[src/rtl/dreq_router_pkg.sv]
package dreq_router_pkg;
  localparam int IDX_W     = 7;
  localparam int CH_W      = 5;
  localparam int REG_W     = 32;
  localparam int ADDR_W    = 16;
  localparam int VALID_BIT = 7;

  typedef struct packed {
    logic            valid;
    logic [CH_W-1:0] chan;
  } mapEntry_t;

  typedef struct packed {
    logic             mapWr;
    logic             winHit;
    logic [IDX_W-1:0] idx;
    mapEntry_t        entry;
  } ctrlStrobe_t;
endpackage

[src/rtl/dreq_router_ctrl.sv]
module dreq_router_ctrl
  import dreq_router_pkg::*;
#(
  parameter int          NUM_REQ   = 75,
  parameter int          NUM_CH    = 16,
  parameter int          LOW_COUNT = 64,
  parameter logic [31:0] LOW_BASE  = 32'h0000_0100,
  parameter logic [31:0] HIGH_BASE = 32'h0000_1100
) (
  input  logic              clk,
  input  logic              rstN,
  input  logic              regWrEn,
  input  logic [ADDR_W-1:0] regAddr,
  input  logic              wrValid,
  input  logic [CH_W-1:0]   wrChan,
  output ctrlStrobe_t       strobe,
  output logic              mapErr
);
  localparam int          HIGH_COUNT = NUM_REQ - LOW_COUNT;
  localparam logic [31:0] LOW_END    = LOW_BASE + 32'(4 * LOW_COUNT);
  localparam logic [31:0] HIGH_END   = HIGH_BASE + 32'(4 * HIGH_COUNT);

  logic [31:0]      addr32;
  logic             aligned;
  logic             hitLow;
  logic             hitHigh;
  logic             badChan;
  logic [IDX_W-1:0] idxLow;
  logic [IDX_W-1:0] idxHigh;

  always_comb begin
    addr32  = 32'(regAddr);
    aligned = (regAddr[1:0] == 2'b00);
    hitLow  = aligned && (addr32 >= LOW_BASE) && (addr32 < LOW_END);
    hitHigh = aligned && (addr32 >= HIGH_BASE) && (addr32 < HIGH_END);
    idxLow  = IDX_W'((addr32 - LOW_BASE) >> 2);
    idxHigh = IDX_W'(LOW_COUNT) + IDX_W'((addr32 - HIGH_BASE) >> 2);
    badChan = wrValid && (32'(wrChan) >= 32'(NUM_CH));

    strobe             = '0;
    strobe.winHit      = hitLow || hitHigh;
    strobe.idx         = hitHigh ? idxHigh : idxLow;
    strobe.entry.valid = wrValid;
    strobe.entry.chan  = wrChan;
    strobe.mapWr       = regWrEn && strobe.winHit && !badChan;
  end

  always_ff @(posedge clk or negedge rstN) begin
    if (!rstN) mapErr <= 1'b0;
    else       mapErr <= regWrEn && strobe.winHit && badChan;
  end
endmodule

[src/rtl/dreq_router_dp.sv]
module dreq_router_dp
  import dreq_router_pkg::*;
#(
  parameter int NUM_REQ = 75,
  parameter int NUM_CH  = 16
) (
  input  logic               clk,
  input  logic               rstN,
  input  ctrlStrobe_t        strobe,
  input  logic [NUM_REQ-1:0] reqIn,
  output mapEntry_t          rdEntry,
  output logic [NUM_CH-1:0]  chReq,
  output logic [NUM_CH-1:0]  rasSet,
  output logic [NUM_CH-1:0]  eorSet
);
  mapEntry_t         mapTable [NUM_REQ];
  logic [NUM_CH-1:0] level;

  always_ff @(posedge clk or negedge rstN) begin
    if (!rstN) begin
      for (int r = 0; r < NUM_REQ; r++) mapTable[r] <= '0;
    end else if (strobe.mapWr) begin
      mapTable[strobe.idx] <= strobe.entry;
    end
  end

  assign rdEntry = strobe.winHit ? mapTable[strobe.idx] : '0;

  for (genvar c = 0; c < NUM_CH; c++) begin : g_chan
    logic chanHit;
    always_comb begin
      chanHit = 1'b0;
      for (int r = 0; r < NUM_REQ; r++) begin
        if (mapTable[r].valid && (mapTable[r].chan == CH_W'(c)) && reqIn[r])
          chanHit = 1'b1;
      end
    end
    assign level[c] = chanHit;
  end

  always_ff @(posedge clk or negedge rstN) begin
    if (!rstN) begin
      chReq  <= '0;
      rasSet <= '0;
      eorSet <= '0;
    end else begin
      chReq  <= level;
      rasSet <= level & ~chReq;
      eorSet <= ~level & chReq;
    end
  end
endmodule

[src/rtl/dreq_chan_router.sv]
module dreq_chan_router
  import dreq_router_pkg::*;
#(
  parameter int NUM_REQ = 75,
  parameter int NUM_CH  = 16
) (
  input  logic               clk,
  input  logic               rstN,
  input  logic [15:0]        regAddr,
  input  logic               regWrEn,
  input  logic [31:0]        regWrData,
  output logic [31:0]        regRdData,
  input  logic [NUM_REQ-1:0] reqIn,
  output logic [NUM_CH-1:0]  chReq,
  output logic [NUM_CH-1:0]  rasSet,
  output logic [NUM_CH-1:0]  eorSet,
  output logic               mapErr
);
  ctrlStrobe_t strobe;
  mapEntry_t   rdEntry;
  logic [25:0] unusedWrBits;

  assign unusedWrBits = {regWrData[31:8], regWrData[6:5]};

  dreq_router_ctrl #(.NUM_REQ(NUM_REQ), .NUM_CH(NUM_CH)) u_ctrl (
    .clk     (clk),
    .rstN    (rstN),
    .regWrEn (regWrEn),
    .regAddr (regAddr),
    .wrValid (regWrData[VALID_BIT]),
    .wrChan  (regWrData[CH_W-1:0]),
    .strobe  (strobe),
    .mapErr  (mapErr)
  );

  dreq_router_dp #(.NUM_REQ(NUM_REQ), .NUM_CH(NUM_CH)) u_dp (
    .clk     (clk),
    .rstN    (rstN),
    .strobe  (strobe),
    .reqIn   (reqIn),
    .rdEntry (rdEntry),
    .chReq   (chReq),
    .rasSet  (rasSet),
    .eorSet  (eorSet)
  );

  assign regRdData = 32'({rdEntry.valid, 2'b00, rdEntry.chan});
endmodule

[config.mk]
export PLATFORM = sky130hd
export DESIGN_NAME = dreq_chan_router
export DESIGN_NICKNAME = d
export VERILOG_FILES = /design/src/rtl/dreq_router_pkg.sv /design/src/rtl/dreq_router_ctrl.sv /design/src/rtl/dreq_router_dp.sv /design/src/rtl/dreq_chan_router.sv
export SDC_FILE = /design/constraint.sdc
export NUM_CORES = 2
export LEC_CHECK = 0
export ABC_AREA = 1
export BUFFER_PORTS_ARGS = -buffer_cell sky130_fd_sc_hd__buf_2
export CAP_MARGIN = 20
export CORE_ASPECT_RATIO = 0.8
export CORE_MARGIN = 4
export CORE_UTILIZATION = 30
export DETAILED_ROUTE_END_ITERATION = 16
export GPL_TIMING_DRIVEN = 0
export HOLD_SLACK_MARGIN = 0.02
export PLACE_DENSITY = 0.49
export REMOVE_ABC_BUFFERS = 1
export SLEW_MARGIN = 30
export SYNTH_ARGS = -nofsm -noshare
export SYNTH_HDL_FRONTEND = slang
export SYNTH_SLANG_ARGS = --single-unit
export TNS_END_PERCENT = 20
[constraint.sdc]
create_clock -name clk -period 2.9 [get_ports clk]
set_clock_uncertainty 0.15 [all_clocks]
set_input_delay 0 -clock clk [delete_from_list [all_inputs] [get_ports clk]]
set_output_delay 0 -clock clk [all_outputs]
set_load 0.05 [all_outputs]
==> results.md <==
- Die X: between 400 and 500 um
- Worst Setup EP: u_dp.mapTable[240]$_DFFE_PN0P_
- CTS tree: yes
- Worst Path Max Fanout: 55
- Max Clock Freq: 327 MHz
- Post-Place Cell Area: 41900 sq um
- Comb power frac: 6.8%
- WP data required: around 3300 ps
- Clock Latency Late Sink: between 700 and 800 ps
- Critical Path AT: roughly 3400 ps
- Sw Share: between 20 and 30%
- Setup violators final: 31
- Total track usage: 35.2%
- Buffers on Ports: 154
- Clock tree buffer depth: 3
- Clock power share: 52.2%
- Dpl ws: -1220 ps
- H-tree depth: 2
- Initial antenna violation count: 14
- Max-Cap Viols: 0
- Detailed Routing Iterations Pass 1: 8
- DR vias/cell: between 5 and 6
- Number of synthesis warnings: 0
- Register-to-register setup slack: -50 ps
- CORE AREA: ~130000 sq um
- Sink Count: roughly 500
- Post-DP HPWL: just over 200000 um
- R2R Path Start: u_dp.mapTable[281]$_DFFE_PN0P_
- Antenna viol nets, final: 0
- Clock slew at reported path FFs: 70 ps
- Routability cong.: 1.12
- Largest net degree at the start of global routing: 100
- Register area share after synthesis: 31.9%
- FF-to-FF path depth: 9
- Failing checks: negative setup slack
- P&R area growth vs syn: 15.1%
- WS Path Type: in -> reg
- Layout cells sized above 1: 6.24%
- Unique masters post-synth: 30
- DIE AREA: 136000 sq um
- Worst Setup End Kind: flop
- Final Max Tran Viols: 0
- Average wire per standard cell: roughly 28 um
- Status: complete, but fails checks
- HP Class: in -> reg
- Root Driver: clkbuf_16
- Post-Syn Instances: between 7k and 8k
- Netlist Area Pre-Place: 39100 sq um
- Die extent in y: ~330 um
- Peak supply drop: around 0.44 mV
- GRT Residual Overflow: 0
- Vias in the first global route: 41.5k
- Nets: ~7.3k
- DRC viols: 0
- Crit. Startpoint: regAddr[3]
- Global-route wire length before repair: 333000 um
- CTS Buf Count: just over 60
- Slew headroom: 33.2%
- Fin crit share: 105%
- Register bit total from synthesis: between 400 and 500
- Detailed Route Iter0 Violations: 6760
- Vias: 47.1k
- Reg2reg end: u_dp.eorSet[1]$_DFF_PN0_
- Detailed Route WL: roughly 250000 um
- Initial core utilization: a little over 30%
- Ports: 207
- Hold Fails Final Rpt: 0
- Cell area after layout: 45000 sq um
- Final min period: roughly 3100 ps
- RSZ-0062 raised after global routing: true
- Slew of the pin with the lowest slew margin: 998 ps
- CP startpoint kind: input pin
- Flop pwr share: between 40 and 50%
- Sw Pwr: approximately 4.6 mW
- Setup WS post-layout: -157 ps
- Cell Int Power: approximately 12 mW
- Leak pwr: about 25 nW
- Pwr dens: 378 nW/um^2
- Number of cell rows: 118
- Syn avg cell area: 5.52 sq um
- Utilization after layout: 34.8%
- Hold Startpoint: reqIn[22]
[registers in the layout, indices dropped and copies added (netlist names)]
signal,flops
u_dp.rasSet,16
u_dp.chReq,16
u_dp.eorSet,16
u_ctrl.mapErr,1
u_dp.mapTable,450
[how the worst min path moves through the flow]
stage	end	cells after the start	slack, ps
3_3_place_gp	u_ctrl.mapErr$_DFF_PN0_	3	220
6_report	u_dp.rasSet[11]$_DFF_PN0_	9	90
4_1_cts	u_dp.mapTable[59]$_DFFE_PN0P_	7	40
5_1_grt	u_dp.rasSet[11]$_DFF_PN0_	9	100
2_1_floorplan	u_ctrl.mapErr$_DFF_PN0_	0	-450
3_5_place_dp	u_dp.mapTable[130]$_DFFE_PN0P_	1	-140
[kinds of logic after synthesis]
family | Yosys count | share of synthesized area, %
AND/OR/NAND/NOR | 5050 | 50.8
buffers and inverters | 955 | 9.78
AO/OA/AOI/OAI | 585 | 7.50
flip-flops | 499 | 31.9
other | 1 | 0.00958
[cell usage in the layout, fill, tap and decap left out, drive strengths merged, types with 2 or more instances in the layout]
| cell | instances |
|---|---|
| inv | 708 |
| dfrtp | 499 |
| clkbuf | 81 |
| nand2 | 3351 |
| nor3b | 2 |
| nand3b | 15 |
| buf | 215 |
| clkinv | 15 |
| conb | 26 |
| nand3 | 497 |
| nor2 | 1120 |
| nor3 | 16 |
| o21ai | 578 |
| bufbuf | 3 |
| a21oi | 6 |
| clkinvlp | 4 |
| nand4 | 46 |
| dlygate4sd3 | 14 |
| bufinv | 10 |
| diode | 6 |
[cells in the mapped netlist]
cell / instances / share of area (%)
a21oi_1: 6 / 0.077
and2_1: 1 / 0.016
and3_1: 1 / 0.016
buf_1: 21 / 0.20
buf_2: 96 / 1.2
buf_4: 30 / 0.58
buf_6: 1 / 0.029
clkbuf_1: 103 / 0.99
clkinv_1: 1 / 0.0096
conb_1: 1 / 0.0096
dfrtp_1: 499 / 32
inv_1: 701 / 6.7
inv_2: 2 / 0.019
nand2_1: 3350 / 32
nand2_2: 1 / 0.016
nand3_1: 496 / 6.3
nand3_2: 1 / 0.026
nand3b_1: 15 / 0.29
nand4_1: 44 / 0.70
nand4_4: 2 / 0.11
nor2_1: 1099 / 11
nor2_2: 20 / 0.32
nor2_4: 1 / 0.029
nor3_1: 16 / 0.20
nor3b_1: 2 / 0.038
nor4_1: 1 / 0.016
o211ai_1: 1 / 0.019
o21ai_0: 568 / 7.3
o21ai_1: 9 / 0.12
o21ai_2: 1 / 0.022
[metal layers]
metal	routed length, um	part of all wire (%)	vias to the layer above	track usage (%)
li1	-	-	21800	-
met1	113000	46	22500	52.4
met2	98000	40	2417	49.7
met3	27600	11	312	8.76
met4	8370	3.4	14	9.94
met5	95	0.038	-	0
[area by class of cell]
class	instances	area [sq um]
clock buffers	81	1760
clock inverters	33	462
repair buffers	232	2160
fillers	14800	84500
multi-input cells	5661	23300
flip-flops and latches	499	12500
inverters	704	2670
well taps	1740	2180
diodes	6	15.0
[per-stage QoR]
stage                     hold slack [ps]  setup TNS, ps  power, mW  instances
final                                90.7          -2390       17.0       8956
after global routing                 95.9          -4670       17.4       8950
after CTS                            39.5          -65.5       17.1       8936
after detailed placement             -139        -357430       8.17       8799
after global placement                220       -9824330       8.06       8758
after floorplan                      -446          -6330       7.34       6864
[worst max-delay path, cell delays in order]
cell      delay, ps
buf_12          250
buf_16          250
inv_12          140
nand2_1         140
nand3_1         100
nand3_2         120
nand3_1         320
clkinv_2        390
nand2_1         480
nor2_1          840
o21ai_0         170
[power by group through the flow]
stage / combinational (mW) / sequential [mW] / clock (mW)
floorplan: 0.241 / 7.10 / 0
global placement: 0.960 / 7.10 / 0
detailed placement: 1.07 / 7.09 / 0
CTS: 1.14 / 6.96 / 8.98
global route: 1.22 / 6.96 / 9.26
finish: 1.16 / 6.96 / 8.88
[repair_timing]
item | in CTS | in global routing
resized for setup | 82 | 49
endpoints found under the setup margin | 284 | 298
endpoints found under the hold margin | 718 | 0
pin swaps | 7 | 10
setup buffers | 5 | 14
cloned | 3 | 0
hold buffers | 15 | 0
No activity file was read; power rests on OpenSTA's default activity.
